==> src/rtl/conv_enc_pkg.sv <==
package conv_enc_pkg;

  // one encoder advance: which bit enters and whether it closes a tail
  typedef struct packed {
    logic fire;
    logic data;
    logic last;
  } step_t;

  typedef struct packed {
    logic first;
    logic second;
  } sym_t;

endpackage

==> src/rtl/conv_enc_tail_ctl.sv <==
module conv_enc_tail_ctl #(
  parameter int TAIL_LEN = 2
) (
  input  logic clk_i,
  input  logic rst_ni,
  input  logic flush_i,
  input  logic tail_req_i,
  output logic tail_step_o,
  output logic tail_last_o,
  output logic busy_o
);
  localparam int CW = $clog2(TAIL_LEN + 1);

  logic [CW-1:0] cnt_q;
  logic          start;

  assign busy_o      = (cnt_q != '0);
  assign start       = tail_req_i & ~busy_o & ~flush_i;
  assign tail_step_o = (start | busy_o) & ~flush_i;

  always_comb begin
    if (busy_o) tail_last_o = (cnt_q == CW'(1)) & ~flush_i;
    else        tail_last_o = start & (TAIL_LEN == 1);
  end

  always_ff @(posedge clk_i or negedge rst_ni) begin
    if (!rst_ni)      cnt_q <= '0;
    else if (flush_i) cnt_q <= '0;
    else if (start)   cnt_q <= CW'(TAIL_LEN - 1);
    else if (busy_o)  cnt_q <= cnt_q - CW'(1);
  end

endmodule

==> src/rtl/conv_enc_hist.sv <==
module conv_enc_hist #(
  parameter int K = 3
) (
  input  logic         clk_i,
  input  logic         rst_ni,
  input  logic         flush_i,
  input  logic         adv_i,
  input  logic         bit_i,
  output logic [K-2:0] hist_o,
  output logic [K-1:0] window_o
);
  // hist_o[K-2] is the newest stored bit
  logic [K-2:0] hist_q;

  assign hist_o   = hist_q;
  assign window_o = {bit_i, hist_q};

  always_ff @(posedge clk_i or negedge rst_ni) begin
    if (!rst_ni)      hist_q <= '0;
    else if (flush_i) hist_q <= '0;
    else if (adv_i)   hist_q <= window_o[K-1:1];
  end

endmodule

==> src/rtl/conv_enc_gen.sv <==
module conv_enc_gen #(
  parameter int            K    = 3,
  parameter int            NG   = 2,
  parameter logic [NG*K-1:0] TAPS = 6'b101_110
) (
  input  logic [K-1:0]  window_i,
  output logic [NG-1:0] code_o
);
  // generator g sits at TAPS[(NG-g)*K-1 -: K] and drives code_o[NG-1-g]
  for (genvar g = 0; g < NG; g++) begin : g_tap
    localparam logic [K-1:0] T = TAPS[(NG-g)*K-1 -: K];
    assign code_o[NG-1-g] = ^(window_i & T);
  end

endmodule

==> src/rtl/conv_enc_r2k3.sv <==
module conv_enc_r2k3
  import conv_enc_pkg::*;
#(
  parameter int            K     = 3,
  parameter logic [K-1:0]  GEN_A = 3'b101,
  parameter logic [K-1:0]  GEN_B = 3'b110
) (
  input  logic       clk_i,
  input  logic       rst_ni,
  input  logic       flush_i,
  input  logic       in_valid_i,
  input  logic       in_bit_i,
  input  logic       tail_req_i,
  output logic       out_valid_o,
  output logic [1:0] out_sym_o,
  output logic       block_done_o
);
  localparam int TAIL_LEN = K - 1;
  localparam int NG       = 2;

  logic         tail_step, tail_last, tail_busy;
  logic [K-2:0] hist;
  logic [K-1:0] window;
  logic [NG-1:0] code;
  step_t        step;
  sym_t         sym_q;
  logic         valid_q, done_q;

  conv_enc_tail_ctl #(.TAIL_LEN(TAIL_LEN)) u_tail (
    .clk_i      (clk_i),
    .rst_ni     (rst_ni),
    .flush_i    (flush_i),
    .tail_req_i (tail_req_i),
    .tail_step_o(tail_step),
    .tail_last_o(tail_last),
    .busy_o     (tail_busy)
  );

  // tail zeros win over data; flush wins over both
  always_comb begin
    step = '0;
    if (!flush_i) begin
      if (tail_step) begin
        step.fire = 1'b1;
        step.data = 1'b0;
        step.last = tail_last;
      end else if (in_valid_i) begin
        step.fire = 1'b1;
        step.data = in_bit_i;
      end
    end
  end

  conv_enc_hist #(.K(K)) u_hist (
    .clk_i   (clk_i),
    .rst_ni  (rst_ni),
    .flush_i (flush_i),
    .adv_i   (step.fire),
    .bit_i   (step.data),
    .hist_o  (hist),
    .window_o(window)
  );

  conv_enc_gen #(.K(K), .NG(NG), .TAPS({GEN_A, GEN_B})) u_gen (
    .window_i(window),
    .code_o  (code)
  );

  always_ff @(posedge clk_i or negedge rst_ni) begin
    if (!rst_ni) begin
      valid_q <= 1'b0;
      done_q  <= 1'b0;
      sym_q   <= '0;
    end else begin
      valid_q <= step.fire;
      done_q  <= step.fire & step.last;
      if (step.fire) begin
        sym_q.first  <= code[1];
        sym_q.second <= code[0];
      end
    end
  end

  assign out_valid_o  = valid_q;
  assign out_sym_o    = {sym_q.first, sym_q.second};
  assign block_done_o = done_q;

endmodule

==> config.mk <==
export PLATFORM = sky130hd
export DESIGN_NAME = conv_enc_r2k3
export DESIGN_NICKNAME = d
export VERILOG_FILES = /design/src/rtl/conv_enc_pkg.sv /design/src/rtl/conv_enc_tail_ctl.sv /design/src/rtl/conv_enc_hist.sv /design/src/rtl/conv_enc_gen.sv /design/src/rtl/conv_enc_r2k3.sv
export SDC_FILE = /design/constraint.sdc
export NUM_CORES = 1
export LEC_CHECK = 0
export ABC_AREA = 1
export BUFFER_PORTS_ARGS = -buffer_cell sky130_fd_sc_hd__buf_2
export CAP_MARGIN = 20
export CORE_AREA = 2 2 39 41
export CTS_CLUSTER_DIAMETER = 80
export CTS_CLUSTER_SIZE = 16
export DETAILED_ROUTE_END_ITERATION = 6
export DIE_AREA = 0 0 41 43
export PLACE_DENSITY_LB_ADDON = 0.3
export SYNTH_ARGS = -nofsm -noshare
export SYNTH_HDL_FRONTEND = slang
export SYNTH_HIERARCHICAL = 1
export SYNTH_SLANG_ARGS = --single-unit
==> constraint.sdc <==
create_clock -name clk_i -period 2.05 [get_ports clk_i]
set_input_delay 0.3075 -clock clk_i [delete_from_list [all_inputs] [get_ports clk_i]]
set_output_delay 0.3075 -clock clk_i [all_outputs]
set_load 0.01 [all_outputs]
==> impl_metrics.env <==
export IMPL_nNetsFinal=85
export IMPL_multi_input_area_um2=199
export IMPL_nFillCells=151
export IMPL_die_area_mm2=0.00176
export IMPL_hold_viol=0
export IMPL_cts_root_buf="clkbuf_4"
export IMPL_cts_tree="built"
export IMPL_grt_antenna_before_repair=0
export IMPL_grt_use_total_pct=10.3
export IMPL_crit_top_cell="nand2_1"
export IMPL_cts_sinks=8
export IMPL_rows=14
export IMPL_drt_total_wl_um=764
export IMPL_cts_made_buffers=3
export IMPL_ff_latch_area_um2=200
export IMPL_post_cts_buffers=0
export IMPL_htreeDepth=1
export IMPL_synth_area_um2=467
export IMPL_final_setup_viol_count=0
export IMPL_synth_cells=65
export IMPL_clk_path_buf_depth=2
export IMPL_tightest_slew_ns=0.271
export IMPL_area_growth_pct=16.1
export IMPL_required_ns=2.18
export IMPL_powerDensity_mw_per_mm2=716
export IMPL_synth_nets=73
export IMPL_synth_top_area_cell="dfrtp_1"
export IMPL_slew_headroom_pct=81.8
export IMPL_fin_area_um2=542
export IMPL_drt_iter0_markers=4
export IMPL_viasPerCell=4.13
export IMPL_port_buffers=9
export IMPL_drcViolationCount=0
export IMPL_dr_pass1_iters=2
export IMPL_cp_max_fo=4
export IMPL_fin_crit_ns=1.69
export IMPL_antennaDiodeCount=0
export IMPL_rsz0062_at_grt="false"
export IMPL_fin_worst_skew_ns=0.00349
export IMPL_coreArea_mm2=0.00138
export IMPL_max_cap_violations=0
export IMPL_synth_seq_cells=8
export IMPL_synthFlopType="dfrtp_1"
export IMPL_ioPinCount=10
export IMPL_synth_commonest_cells="nand2_1 (21), inv_1 (9), dfrtp_1 (8)"
export IMPL_max_freq_ghz=0.593
export IMPL_finalCritPeriodShare_pct=82.3
export IMPL_outcome="finished, final reports clean"
export IMPL_max_stage_delay_ns=0.40
export IMPL_grt_pass1_vias=331
export IMPL_ant_nets=0
export IMPL_hpwlAfterDp_um=642
export IMPL_setup_tns_ns=0
export IMPL_gp_congestion=0.707
export IMPL_grt_max_degree=9
export IMPL_synth_enable_flop_cells=0
export IMPL_min_path_type="primary input to register"
export IMPL_placed_cell_area_um2=509
export IMPL_wl_per_cell_um=8.40
export IMPL_die_w_um=41
export IMPL_vias=376
export IMPL_ys_seq_area_share_pct=42.9
export IMPL_ir_drop_v=0.000414
export IMPL_ys_types=11
export IMPL_place_inst=87
export IMPL_worst_setup_path_end_kind="register"
export IMPL_grt_overflow_total=0
export IMPL_dieHeight_um=43
export IMPL_async_flop_share_pct=100
export IMPL_drive_above_1_share_pct=26.7
export IMPL_crit_chain="inv_1, ha_1, inv_2, nor2_2, nor2_1, inv_2, nand2_1, nor2_1, inv_1, nand2_1, nand2_1, nand3_1, nand2_1"
export IMPL_critPathKind="register to register"
export IMPL_initial_core_util_pct=33.7
export IMPL_yosysMostFrequentCell="nand2_1"
export IMPL_crit_slowest_cell="dfrtp_1"
export IMPL_fin_cells=91
export IMPL_fin_hold_ws_ns=0.327
export IMPL_clk_pin_slew_ns=0.05
export IMPL_drv_slew=0
export IMPL_power_leakage_uw=0.000319
export IMPL_crit_arrival_ns=1.82
export IMPL_grt_pass1_wl_mm=1.19
export IMPL_synth_area_leaders="dfrtp_1 (43%), nand2_1 (17%), inv_1 (7.2%), nand3_1 (6.4%), nor2_1 (5.6%)"
export IMPL_start_kind="register"
export IMPL_reg2reg_setup_slack_ns=0.36
export IMPL_insertion_delay_ns=0.24
export IMPL_synth_avg_cell_area_um2=7.18
export IMPL_synth_top_area_share_pct=42.9
export IMPL_yosysWarnings=6
[worst max-delay path: cells and delay by family, from the launching register on]
family,cells,cell delay [ns]
flip-flops,1,0.40
adder cells (fa/ha/maj),1,0.20
buffers and inverters,4,0.29
AND/OR/NAND/NOR,8,0.69
[layer usage]
layer	share of wire [%]	wire (um)	track usage, %	vias up
met2	44	337	14.7	7
met4	0	0	6.00	0
li1	-	-	-	210
met5	0	0	0	-
met1	51	392	13.2	159
met3	4.6	35	3.14	0
[where the power goes]
part           total, uW  leakage [uW]  switching [uW]  internal [uW]
logic               95.5      0.000199            59.0           36.4
clock network        114     0.0000138            47.0           66.6
registers            179      0.000107            6.78            172
total                388      0.000319             113            275
[worst paths after layout]
kind,depth (start not counted),startpoint,end
setup / recovery,13,u_tail/cnt_q[0]$_DFFE_PN0P_,out_sym_o[0]$_DFFE_PN0P_
hold / removal,2,flush_i,block_done_o$_DFF_PN0_
setup reg to reg,13,u_tail/cnt_q[0]$_DFFE_PN0P_,out_sym_o[0]$_DFFE_PN0P_
hold reg to reg,2,out_sym_o[1]$_DFFE_PN0P_,out_sym_o[1]$_DFFE_PN0P_
max in group asynchronous,2,rst_ni,out_sym_o[0]$_DFFE_PN0P_
min in group asynchronous,2,rst_ni,u_hist/hist_o[1]$_DFFE_PN0P_
[sequential cells by signal (all words and copies together) (netlist names)]
signal / cells
u_tail/cnt_q: 2
block_done_o: 1
out_sym_o: 2
u_hist/hist_o: 2
out_valid_o: 1
[cells in the final DEF (no fill, tap or decap), types with 2 or more instances in the layout]
cell       n
dfrtp_1    8
nor2_1     7
clkbuf_4   3
ha_1       2
nand3_1    6
inv_2      3
nand2_2    3
nor2_2     2
inv_1      9
nand2_1   21
buf_2      9
[what timing repair did]
action                                 in CTS  in global routing
endpoints found under the hold margin       8                  0
resized for setup                           0                  0
hold buffers                                1                  0
[stage by stage]
step	util (%)	setup WS [ns]	total power (uW)
floorplan	-	0.521	251
global placement	36.8	0.374	276
detailed placement	36.8	0.365	278
CTS	39.2	0.342	396
global route	39.2	0.180	427
finish	39.2	0.364	388
[cell type report]
cell class	instances	area share (%)
Clock buffer	3	4.16
Inverter	12	8.31
Multi-Input combinational cell	42	36.7
Sequential cell	8	37.0
Tap cell	16	3.70
Timing Repair Buffer	10	10.2
[kinds of logic (layout without fill, tap and decap cells)]
kind of cell | after synthesis | after routing | synth area share, %
buf+inv | 15 | 25 | 14.5
fa+ha+maj | 2 | 2 | 5.36
simple gates | 40 | 40 | 37.3
flops | 8 | 8 | 42.9
Power figures use the tool's default switching activity.
